### config.mk
export PLATFORM = sky130hd
export DESIGN_NAME = codec_dac_reg
export DESIGN_NICKNAME = d
export VERILOG_FILES = /design/src/rtl/codec_dac_pkg.sv /design/src/rtl/cdr_serial_rx.sv /design/src/rtl/cdr_pwr_ctrl.sv /design/src/rtl/cdr_wake_timer.sv /design/src/rtl/cdr_dac_latch.sv /design/src/rtl/codec_dac_reg.sv
export SDC_FILE = /design/constraint.sdc
export NUM_CORES = 1
export LEC_CHECK = 0
export BUFFER_PORTS_ARGS = -buffer_cell sky130_fd_sc_hd__buf_2
export CAP_MARGIN = 20
export CORE_ASPECT_RATIO = 1.25
export CORE_MARGIN = 2
export CORE_UTILIZATION = 52
export DETAILED_ROUTE_END_ITERATION = 10
export GPL_TIMING_DRIVEN = 0
export HOLD_SLACK_MARGIN = 0.03
export PLACE_DENSITY_LB_ADDON = 0.25
export SYNTH_ARGS = -nofsm -noshare
export SYNTH_HDL_FRONTEND = slang
export SYNTH_HIERARCHICAL = 1
export SYNTH_SLANG_ARGS = --single-unit
### constraint.sdc
create_clock -name clk -period 2.21 [get_ports clk]
set_input_delay 0.442 -clock clk [delete_from_list [all_inputs] [get_ports clk]]
set_output_delay 0.442 -clock clk [all_outputs]
set_load 0.005 [all_outputs]
### src/rtl/codec_dac_pkg.sv
package codec_dac_pkg;

    localparam int CTRL_W = 8;

    typedef enum logic [2:0] {
        PWR_OFF     = 3'd0,
        PWR_STANDBY = 3'd1,
        PWR_ADC     = 3'd2,
        PWR_DAC     = 3'd3,
        PWR_BOTH    = 3'd4,
        PWR_NOREF   = 3'd5
    } pwr_state_t;

    typedef enum logic [1:0] {
        RX_HUNT = 2'd0,
        RX_CTRL = 2'd1,
        RX_DATA = 2'd2
    } rx_state_t;

    typedef struct packed {
        logic start;
        logic dac_sel;
        logic adc_sel;
        logic in_sel;
        logic cont;
        logic ref_en;
        logic adc_en;
        logic dac_en;
    } ctrl_word_t;

    typedef struct packed {
        logic ref_on;
        logic adc_on;
        logic dac_on;
    } enables_t;

    function automatic pwr_state_t pwr_decode(input enables_t e);
        pwr_state_t s;
        case ({e.ref_on, e.adc_on, e.dac_on})
            3'b000:  s = PWR_OFF;
            3'b100:  s = PWR_STANDBY;
            3'b110:  s = PWR_ADC;
            3'b101:  s = PWR_DAC;
            3'b111:  s = PWR_BOTH;
            default: s = PWR_NOREF;
        endcase
        return s;
    endfunction

endpackage

### src/rtl/cdr_serial_rx.sv
module cdr_serial_rx
    import codec_dac_pkg::*;
#(
    parameter int DATA_W = 8
) (
    input  logic              clk,
    input  logic              rst,
    input  logic              cs_n,
    input  logic              bit_stb,
    input  logic              bit_in,
    input  logic              cont_mode,
    output logic              ctrl_done,
    output logic [CTRL_W-1:0] ctrl_byte,
    output logic              ctrl_abort,
    output logic              data_done,
    output logic [DATA_W-1:0] data_byte
);
    localparam int SR_W  = (DATA_W > CTRL_W) ? DATA_W : CTRL_W;
    localparam int CNT_W = $clog2(SR_W + 1);

    rx_state_t         state_q;
    logic [CNT_W-1:0]  cnt_q;
    logic [SR_W-1:0]   sreg_q;
    logic [SR_W-1:0]   shifted;
    logic              take;
    logic              unused_msb;

    assign take       = !cs_n && bit_stb;
    assign shifted    = {sreg_q[SR_W-2:0], bit_in};
    assign unused_msb = sreg_q[SR_W-1];

    assign ctrl_done  = take && (state_q == RX_CTRL) && (cnt_q == CNT_W'(CTRL_W - 1));
    assign ctrl_byte  = shifted[CTRL_W-1:0];
    assign data_done  = take && (state_q == RX_DATA) && (cnt_q == CNT_W'(DATA_W - 1));
    assign data_byte  = shifted[DATA_W-1:0];
    assign ctrl_abort = cs_n && (state_q == RX_CTRL);

    always_ff @(posedge clk) begin
        if (rst) begin
            state_q <= RX_HUNT;
            cnt_q   <= '0;
            sreg_q  <= '0;
        end else if (cs_n) begin
            state_q <= RX_HUNT;
            cnt_q   <= '0;
        end else if (take) begin
            sreg_q <= shifted;
            case (state_q)
                RX_HUNT: begin
                    if (bit_in) begin
                        state_q <= RX_CTRL;
                        cnt_q   <= CNT_W'(1);
                    end
                end
                RX_CTRL: begin
                    if (ctrl_done) begin
                        state_q <= ctrl_byte[6] ? RX_DATA : RX_HUNT;
                        cnt_q   <= '0;
                    end else begin
                        cnt_q <= cnt_q + CNT_W'(1);
                    end
                end
                RX_DATA: begin
                    if (data_done) begin
                        state_q <= cont_mode ? RX_DATA : RX_HUNT;
                        cnt_q   <= '0;
                    end else begin
                        cnt_q <= cnt_q + CNT_W'(1);
                    end
                end
                default: begin
                    state_q <= RX_HUNT;
                    cnt_q   <= '0;
                end
            endcase
        end
    end

endmodule

### src/rtl/cdr_pwr_ctrl.sv
module cdr_pwr_ctrl
    import codec_dac_pkg::*;
(
    input  logic              clk,
    input  logic              rst,
    input  logic              cs_n,
    input  logic              ctrl_done,
    input  logic [CTRL_W-1:0] ctrl_byte,
    input  logic              ctrl_abort,
    output logic              dac_en,
    output logic              dac_rise,
    output logic              cont_mode,
    output logic [2:0]        pwr_state
);
    ctrl_word_t cw;
    enables_t   en_q;
    logic       cont_q;
    logic       apply;
    logic       unused_fields;

    assign cw            = ctrl_word_t'(ctrl_byte);
    assign apply         = ctrl_done && cw.start;
    assign unused_fields = ^{cw.dac_sel, cw.adc_sel, cw.in_sel};

    assign dac_rise  = apply && cw.dac_en && !en_q.dac_on;
    assign dac_en    = en_q.dac_on;
    assign cont_mode = cont_q;
    assign pwr_state = pwr_decode(en_q);

    always_ff @(posedge clk) begin
        if (rst) begin
            en_q   <= '0;
            cont_q <= 1'b0;
        end else if (cs_n) begin
            cont_q <= 1'b0;
            if (ctrl_abort) begin
                en_q <= '0;
            end
        end else if (apply) begin
            en_q.ref_on <= cw.ref_en;
            en_q.adc_on <= cw.adc_en;
            en_q.dac_on <= cw.dac_en;
            cont_q      <= cw.cont;
        end
    end

endmodule

### src/rtl/cdr_wake_timer.sv
module cdr_wake_timer #(
    parameter int WAKE_CYCLES = 1250
) (
    input  logic clk,
    input  logic rst,
    input  logic dac_en,
    input  logic dac_rise,
    output logic ready
);
    localparam int WK_W = $clog2(WAKE_CYCLES + 1);

    logic [WK_W-1:0] cnt_q;

    assign ready = dac_en && (cnt_q == '0);

    always_ff @(posedge clk) begin
        if (rst) begin
            cnt_q <= '0;
        end else if (dac_rise) begin
            cnt_q <= WK_W'(WAKE_CYCLES);
        end else if (!dac_en) begin
            cnt_q <= '0;
        end else if (cnt_q != '0) begin
            cnt_q <= cnt_q - WK_W'(1);
        end
    end

endmodule

### src/rtl/cdr_dac_latch.sv
module cdr_dac_latch #(
    parameter int DATA_W = 8
) (
    input  logic              clk,
    input  logic              rst,
    input  logic              data_done,
    input  logic [DATA_W-1:0] data_byte,
    input  logic              dac_en,
    input  logic              dac_rise,
    output logic [DATA_W-1:0] code
);
    logic [DATA_W-1:0] hold_q;
    logic [DATA_W-1:0] code_q;

    assign code = code_q;

    always_ff @(posedge clk) begin
        if (rst) begin
            hold_q <= '0;
            code_q <= '0;
        end else begin
            if (data_done) begin
                hold_q <= data_byte;
                if (dac_en) begin
                    code_q <= data_byte;
                end
            end else if (dac_rise) begin
                code_q <= hold_q;
            end
        end
    end

endmodule

### src/rtl/codec_dac_reg.sv
module codec_dac_reg
    import codec_dac_pkg::*;
#(
    parameter int DATA_W      = 8,
    parameter int WAKE_CYCLES = 1250
) (
    input  logic              clk,
    input  logic              rst,
    input  logic              cs_n,
    input  logic              bit_stb,
    input  logic              bit_in,
    output logic [DATA_W-1:0] dac_code,
    output logic              dac_on,
    output logic              dac_ready,
    output logic [2:0]        pwr_state,
    output logic              cont_mode
);
    logic              ctrl_done;
    logic [CTRL_W-1:0] ctrl_byte;
    logic              ctrl_abort;
    logic              data_done;
    logic [DATA_W-1:0] data_byte;
    logic              dac_en;
    logic              dac_rise;

    cdr_serial_rx #(.DATA_W(DATA_W)) rx_i (
        .clk        (clk),
        .rst        (rst),
        .cs_n       (cs_n),
        .bit_stb    (bit_stb),
        .bit_in     (bit_in),
        .cont_mode  (cont_mode),
        .ctrl_done  (ctrl_done),
        .ctrl_byte  (ctrl_byte),
        .ctrl_abort (ctrl_abort),
        .data_done  (data_done),
        .data_byte  (data_byte)
    );

    cdr_pwr_ctrl pwr_i (
        .clk        (clk),
        .rst        (rst),
        .cs_n       (cs_n),
        .ctrl_done  (ctrl_done),
        .ctrl_byte  (ctrl_byte),
        .ctrl_abort (ctrl_abort),
        .dac_en     (dac_en),
        .dac_rise   (dac_rise),
        .cont_mode  (cont_mode),
        .pwr_state  (pwr_state)
    );

    cdr_wake_timer #(.WAKE_CYCLES(WAKE_CYCLES)) wake_i (
        .clk      (clk),
        .rst      (rst),
        .dac_en   (dac_en),
        .dac_rise (dac_rise),
        .ready    (dac_ready)
    );

    cdr_dac_latch #(.DATA_W(DATA_W)) latch_i (
        .clk       (clk),
        .rst       (rst),
        .data_done (data_done),
        .data_byte (data_byte),
        .dac_en    (dac_en),
        .dac_rise  (dac_rise),
        .code      (dac_code)
    );

    assign dac_on = dac_en;

endmodule

==> flow_metrics.py, run 1 <==
metrics = {
    "worst_setup_path": {
        "crit_type": "flip-flop to output pin",
        "cp_data_required_time_ps": 1770,
        "r2r-end": "latch_i/code[3]$_SDFFE_PP0P_",
        "endpoint_kind": "output pin",
        "slowest_stage": "or4b_4",
        "r2r_cells": 10,
        "rrSetupSlack_ps": 60,
        "critPathMaxFanout": 4,
        "critPathLaunchType": "flip-flop",
        "max_stage_delay_ps": 500,
        "critPathArrivalTime_ps": 1730,
        "r2r-start": "rx_i/cnt_q[0]$_SDFFE_PP0P_",
        "path_cells": "inv_2 > ha_4 > or4b_4 > nor3_4 > and2_1 > buf_2",
        "cp_num_buf_inv": 2,
        "cp_top_family": "simple AND/OR/NAND/NOR gates",
    },
    "worst_hold_path": {
        "whs_endpoint": "pwr_i/cont_mode$_SDFFE_PP0P_",
        "hold_depth": 2,
        "hold_path_class": "input port to flip-flop",
        "hp-start": "cs_n",
    },
    "timing": {
        "finalSetupViolCount": 0,
        "slew_violations": 0,
        "fin_crit_ps": 2170,
        "timing.final.crit_share_pct": 98.19,
        "skew_ps": 6.381,
        "tightest_slew_ps": 510.7,
        "slew_headroom_pct": 65.90,
        "rsz0062_at_grt": "true",
        "hold_viol_final": 0,
        "fmax_mhz": 460.8,
    },
    "clocking": {
        "hold_buffers": 0,
        "cts_buffers": 5,
        "clock_sinks": 44,
        "clk_pin_slew_ps": 80,
        "clockBufferDepth": 2,
        "cts_tree": "yes",
        "clock_latency_ps": 300,
        "htree_num_levels": 2,
        "cts-root-buf": "clkbuf_8",
    },
    "finish": {
        "instances_no_fill": 323,
        "fin_area_sq_um": 2547,
        "nets": 276,
        "drive_above_1_share_pct": 35.69,
        "fill_cells": 325,
        "area_growth_pct": 21.26,
        "antenna_cells": 0,
    },
    "route": {
        "drtIter0Drc": 52,
        "dr.pass1.iters": 4,
        "ant_nets": 0,
        "wl_per_cell_um": 13.14,
        "via_per_inst": 5.257,
        "remaining_drc_errors": 0,
        "vias": 1698,
        "finalWirelength_mm": 4.244,
    },
    "global_routing": {
        "antenna_found_initial": 0,
        "grt_pass1_vias": 1519,
        "grt_pass1_wl_mm": 6.644,
        "overflow": 0,
        "grt.total_usage_pct": 19.72,
        "grt_max_degree": 15,
    },
    "placement": {
        "dp_hpwl_mm": 2.825,
        "place.gp.congestion": 0.7793,
        "post_dp_cell_area_sq_um": 2263,
        "port_buffers": 18,
        "dp_cells": 304,
    },
    "yosys": {
        "netlist_top_cells_count": "44 x dfxtp_1, 29 x nor2_1, 26 x nand2_1",
        "synth_area_sq_um": 2101,
        "ys_warn_count": 6,
        "syn_area_per_cell_sq_um": 9.055,
        "yosysTopAreaCellShare_pct": 41.93,
        "yosys.cell_types.count": 50,
        "yosys.area.top_type": "dfxtp_1",
        "syn_inst": 232,
        "synth_edf_count": 0,
        "ys_ff_latch": 44,
        "ys_top_cells_by_area": "dfxtp_1 42%, nor2_1 5.2%, a211oi_2 4.8%, nand2_1 4.6%, mux2i_1 4.3%",
        "synth_async_sr_flop_share_pct": 0,
        "synth_fp_nets": 239,
        "ys_seq_area_share_pct": 41.93,
        "synth_ff_type": "dfxtp_1",
        "synth_most_common_cell": "dfxtp_1",
    },
    "run_status": {
        "status": "completed",
    },
    "floorplanning": {
        "die_width_um": 60.85,
        "start_util_pct": 55.05,
        "row_count": 25,
        "die_height_um": 75.07,
        "core-area_sq_um": 3816,
        "die_area_sq_um": 4568,
        "ios": 19,
    },
    "pwr": {
        "irDropWorstVdd_v": 0.0005061,
        "cellLeakagePower_nw": 1.013,
        "pwr_density_cell_nw_per_um2": 522.7,
    },
    "flow_run": {
        "maxCapViolCount": 0,
    },
}
==> final cells by class <==
type	count	area, sq um	area share (%)
Tap cell	54	67.56	2.652
Inverter	5	21.27	0.8350
Multi-Input combinational cell	163	1124	44.11
Timing Repair Buffer	31	224.0	8.792
Clock buffer	5	68.82	2.701
Buffer	19	140.1	5.501
Sequential cell	44	889.6	34.92
Clock inverter	2	12.51	0.4912
==> worst reg2reg max path, cell delays in order, from the launching register on <==
cell and delay (ps):
dfxtp_4 380, ha_4 140, nand3b_1 90, or4_4 450
inv_4 90, nand2_4 60, nor3b_4 260, mux2_4 260
buf_6 140, nor2_2 40, a211oi_2 180
==> cells by family (layout without fill, tap and decap cells) <==
logic type	Yosys count	in the layout	synth area share (%)
AOI/OAI and AO/OA	41	41	14.53
xor gates and xnor gates	11	11	4.586
adders and majority gates	2	2	1.191
buffers and inverters	25	62	7.980
DFF	44	44	41.93
muxes	10	10	5.003
and+or+nand+nor	99	99	24.78
==> what timing repair did <==
item                                    in CTS  in global routing
setup buffers                                4                  8
pin swaps                                    2                  1
gates resized for setup                     13                 16
endpoints found under the setup margin      15                  9
gates cloned                                 1                  0
==> layer usage <==
| metal | track usage, % | part of all wire [%] | wire length, um |
|---|---|---|---|
| met3 | 4.639 | 2.7 | 114 |
| met4 | 7.971 | 1.2 | 51 |
| met5 | 0 | 0 | 0 |
| met2 | 35.96 | 53 | 2232 |
| met1 | 21.54 | 43 | 1846 |
==> how the worst max path moves through the flow <==
| stage | cells past startpoint | start | endpoint |
|---|---|---|---|
| floorplan | 10 | rx_i/cnt_q[0]$_SDFFE_PP0P_ | latch_i/code[5]$_SDFFE_PP0P_ |
| global placement | 10 | cs_n | latch_i/code[5]$_SDFFE_PP0P_ |
| detailed placement | 10 | cs_n | latch_i/code[6]$_SDFFE_PP0P_ |
| CTS | 6 | wake_i/cnt_q[0]$_SDFFE_PP0N_ | dac_ready |
| global route | 10 | rx_i/cnt_q[0]$_SDFFE_PP0P_ | latch_i/code[3]$_SDFFE_PP0P_ |
| finish | 6 | wake_i/cnt_q[0]$_SDFFE_PP0N_ | dac_ready |
==> power breakdown <==
group / total [mW] / switching, mW / internal [mW]
clock: 0.484 / 0.270 / 0.214
combinational: 0.0523 / 0.0335 / 0.0188
sequential: 0.795 / 0.00216 / 0.793
total: 1.33 / 0.306 / 1.03
==> sequential cells by signal (all words and copies together) (netlist names) <==
name             cells
rx_i/sreg_q          7
rx_i/state_q         2
pwr_i/cont_mode      1
wake_i/cnt_q        11
rx_i/cnt_q           4
pwr_i/en_q           2
latch_i/hold_q       8
pwr_i/dac_en         1
latch_i/code         8
==> placed cells by master (no fill, tap or decap), types with 2 or more instances in the layout <==
cell type and n:
clkbuf_8 5, or3_1 2, a211oi_1 2, mux2i_1 9, inv_2 3, and2_1 2
buf_6 3, nand3b_1 4, a21oi_1 15, o21ai_0 7, nand3_1 6, xnor2_1 3
o31ai_1 2, clkbuf_1 2, dfxtp_2 4, nand2_1 25, nor3_1 8, buf_4 20
dfxtp_1 39, nor2_2 6, xor2_1 8, a211oi_2 8, nand4b_1 3, buf_2 22
nor2_1 23, ha_4 2, a31oi_1 2
==> stage by stage <==
step / hold WS (ps) / setup TNS (ps) / setup WS (ps) / total power [mW] / utilization (%)
2_1_floorplan: 445.5 / 0 / 1.570 / 0.8475 / -
3_3_place_gp: 459.2 / -1821 / -281.5 / 0.8662 / 59.31
3_5_place_dp: 464.7 / -2063 / -314.3 / 0.8659 / 59.31
4_1_cts: 421.9 / -0.6672 / -0.6672 / 1.347 / 63.84
5_1_grt: 459.4 / -249.8 / -53.23 / 1.378 / 66.75
6_report: 428.5 / 0 / 40.08 / 1.332 / 66.75
No activity file was read; power rests on OpenSTA's default activity.
==> run 2, diff against run 1 <==
--- a/config.mk
+++ b/config.mk
@@ -7,9 +7,11 @@
 export LEC_CHECK = 0
 export BUFFER_PORTS_ARGS = -buffer_cell sky130_fd_sc_hd__buf_2
 export CAP_MARGIN = 20
+export CELL_PAD_IN_SITES_DETAIL_PLACEMENT = 0
+export CELL_PAD_IN_SITES_GLOBAL_PLACEMENT = 1
 export CORE_ASPECT_RATIO = 1.25
 export CORE_MARGIN = 2
-export CORE_UTILIZATION = 52
+export CORE_UTILIZATION = 40
 export DETAILED_ROUTE_END_ITERATION = 10
 export GPL_TIMING_DRIVEN = 0
 export HOLD_SLACK_MARGIN = 0.03
==> flow_metrics.py, run 2 (same netlist as run 1, synthesis figures left out) <==
metrics = {
    "finish": {
        "antenna_cells": 0,
        "drive_above_1_share_pct": 33.46,
        "final_common_cell": "dfxtp_1",
        "final_cell_mix": "38 x dfxtp_1, 29 x nor2_1, 25 x nand2_1",
        "area_growth_pct": 19.54,
        "top_register": "wake_i/cnt_q",
        "nets": 275,
        "fill_cells": 529,
        "largest_reg_flops": 11,
    },
    "timing": {
        "fin_crit_ps": 2142,
        "slew_headroom_pct": 65.57,
        "fmax_mhz": 466.8,
        "tightest_slew_ps": 515.8,
        "slew_violations": 0,
        "hold_viol_final": 0,
        "skew_ps": 8.326,
        "finalSetupViolCount": 0,
        "rsz0062_at_grt": "true",
        "timing.final.crit_share_pct": 96.94,
        "setup_slack_ps": 67.62,
        "hold_ws_ps": 442.7,
    },
    "floorplanning": {
        "die_width_um": 68.82,
        "core-area_sq_um": 5080,
        "die_height_um": 85.03,
        "ios": 19,
        "start_util_pct": 41.35,
        "row_count": 29,
        "die_area_sq_um": 5851,
    },
    "worst_setup_path": {
        "r2r_cells": 10,
        "cp_num_buf_inv": 2,
        "slowest_stage": "or4_4",
        "r2r-start": "rx_i/cnt_q[1]$_SDFFE_PP0P_",
        "max_stage_delay_ps": 520,
        "endpoint_kind": "output pin",
        "rrSetupSlack_ps": 90,
        "critPathLaunchType": "flip-flop",
        "critPathArrivalTime_ps": 1700,
        "critPathMaxFanout": 3,
        "cp_data_required_time_ps": 1770,
        "crit_type": "flip-flop to output pin",
        "path_cells": "or4_4 > buf_6 > nor3_4 > and2_1 > buf_2",
        "cp_top_family": "simple AND/OR/NAND/NOR gates",
        "r2r-end": "latch_i/code[5]$_SDFFE_PP0P_",
    },
    "route": {
        "dr.pass1.iters": 4,
        "vias": 1700,
        "remaining_drc_errors": 0,
        "finalWirelength_mm": 4.408,
        "via_per_inst": 5.136,
        "ant_nets": 0,
        "wl_per_cell_um": 13.32,
        "drtIter0Drc": 45,
    },
    "pwr": {
        "irDropWorstVdd_v": 0.0003044,
        "cellLeakagePower_nw": 0.9835,
        "pwr_density_cell_nw_per_um2": 546.9,
    },
    "clocking": {
        "hold_buffers": 0,
        "cts_buffers": 5,
        "cts_tree": "yes",
        "clk_pin_slew_ps": 90,
        "clock_latency_ps": 290,
        "clock_sinks": 44,
        "htree_num_levels": 2,
        "cts-root-buf": "clkbuf_8",
        "clockBufferDepth": 2,
    },
    "global_routing": {
        "grt_max_degree": 15,
        "antenna_found_initial": 0,
        "overflow": 0,
        "grt_pass1_wl_mm": 7.120,
        "grt.total_usage_pct": 15.94,
        "grt_pass1_vias": 1582,
    },
    "placement": {
        "port_buffers": 18,
        "place.gp.congestion": 0.6916,
        "dp_hpwl_mm": 2.992,
        "detailedPlace.worstSlack_ps": -356.9,
    },
    "worst_hold_path": {
        "hp-start": "cs_n",
        "whs_endpoint": "pwr_i/cont_mode$_SDFFE_PP0P_",
        "hold_path_class": "input port to flip-flop",
        "hold_depth": 2,
    },
    "run_status": {
        "status": "completed",
    },
    "flow_run": {
        "maxCapViolCount": 0,
    },
}
[run 2: repair_timing]
item	CTS	global route
pin swaps	2	2
endpoints found under the setup margin	15	15
resized for setup	9	14
buffers inserted	8	4
cloned	0	0
[run 2: cell type report]
type / instances / area, sq um / share of cell area [%]
buffer: 19 / 143.9 / 5.730
multi-input combinational: 163 / 1101 / 43.85
tap: 62 / 77.57 / 3.089
timing repair buffer: 30 / 180.2 / 7.175
clock buffer: 7 / 86.33 / 3.438
clock inverter: 1 / 7.507 / 0.2990
sequential: 44 / 893.4 / 35.58
inverter: 5 / 21.27 / 0.8470
[run 2: per-layer routing]
metal  wire, um  part of all wire [%]  vias to the layer above  GRT usage, %
met5          0                     0                        -             0
met1       1877                    43                      806         18.89
met4         40                  0.91                        0         5.348
li1           -                     -                      877             -
met3        111                   2.5                        4         3.979
met2       2380                    54                       13         27.36
[run 2: worst max-delay path by stage]
stage	from	end	slack, ps	cells past startpoint
final	wake_i/cnt_q[5]$_SDFFE_PP0P_	dac_ready	70	5
after CTS	wake_i/cnt_q[5]$_SDFFE_PP0P_	dac_ready	1	5
after detailed placement	cs_n	latch_i/code[5]$_SDFFE_PP0P_	-360	10
after floorplan	rx_i/cnt_q[0]$_SDFFE_PP0P_	latch_i/code[5]$_SDFFE_PP0P_	2	10
after global placement	cs_n	latch_i/code[6]$_SDFFE_PP0P_	-330	10
after global routing	wake_i/cnt_q[0]$_SDFFE_PP0N_	dac_ready	-10	6
[run 2: through the flow]
step	instance area [sq um]	power, mW	setup TNS (ps)	util, %	instances
after floorplan	2106	0.8475	0	-	232
after global placement	2273	0.8680	-2604	44.75	312
after detailed placement	2273	0.8673	-2652	44.75	312
after CTS	2439	1.399	0	48.00	327
after global routing	2511	1.441	-57.32	49.43	331
final	2511	1.373	0	49.43	331
[run 2: report_power, final]
| part | internal [mW] | leakage (nW) | switching (mW) | total [mW] |
|---|---|---|---|---|
| registers | 0.792 | 0.358 | 0.00211 | 0.794 |
| logic | 0.0194 | 0.581 | 0.0345 | 0.0539 |
| clock network | 0.254 | 0.0445 | 0.271 | 0.526 |
[run 2: worst reg2reg max path: cells and delay by family (launching register included)]
family | cells | cell delay, ps
and+or+nand+nor | 5 | 930
DFF | 1 | 370
buffers and inverters | 2 | 230
muxes | 1 | 210
AOI/OAI and AO/OA | 1 | 180
adders and majority gates | 1 | 150
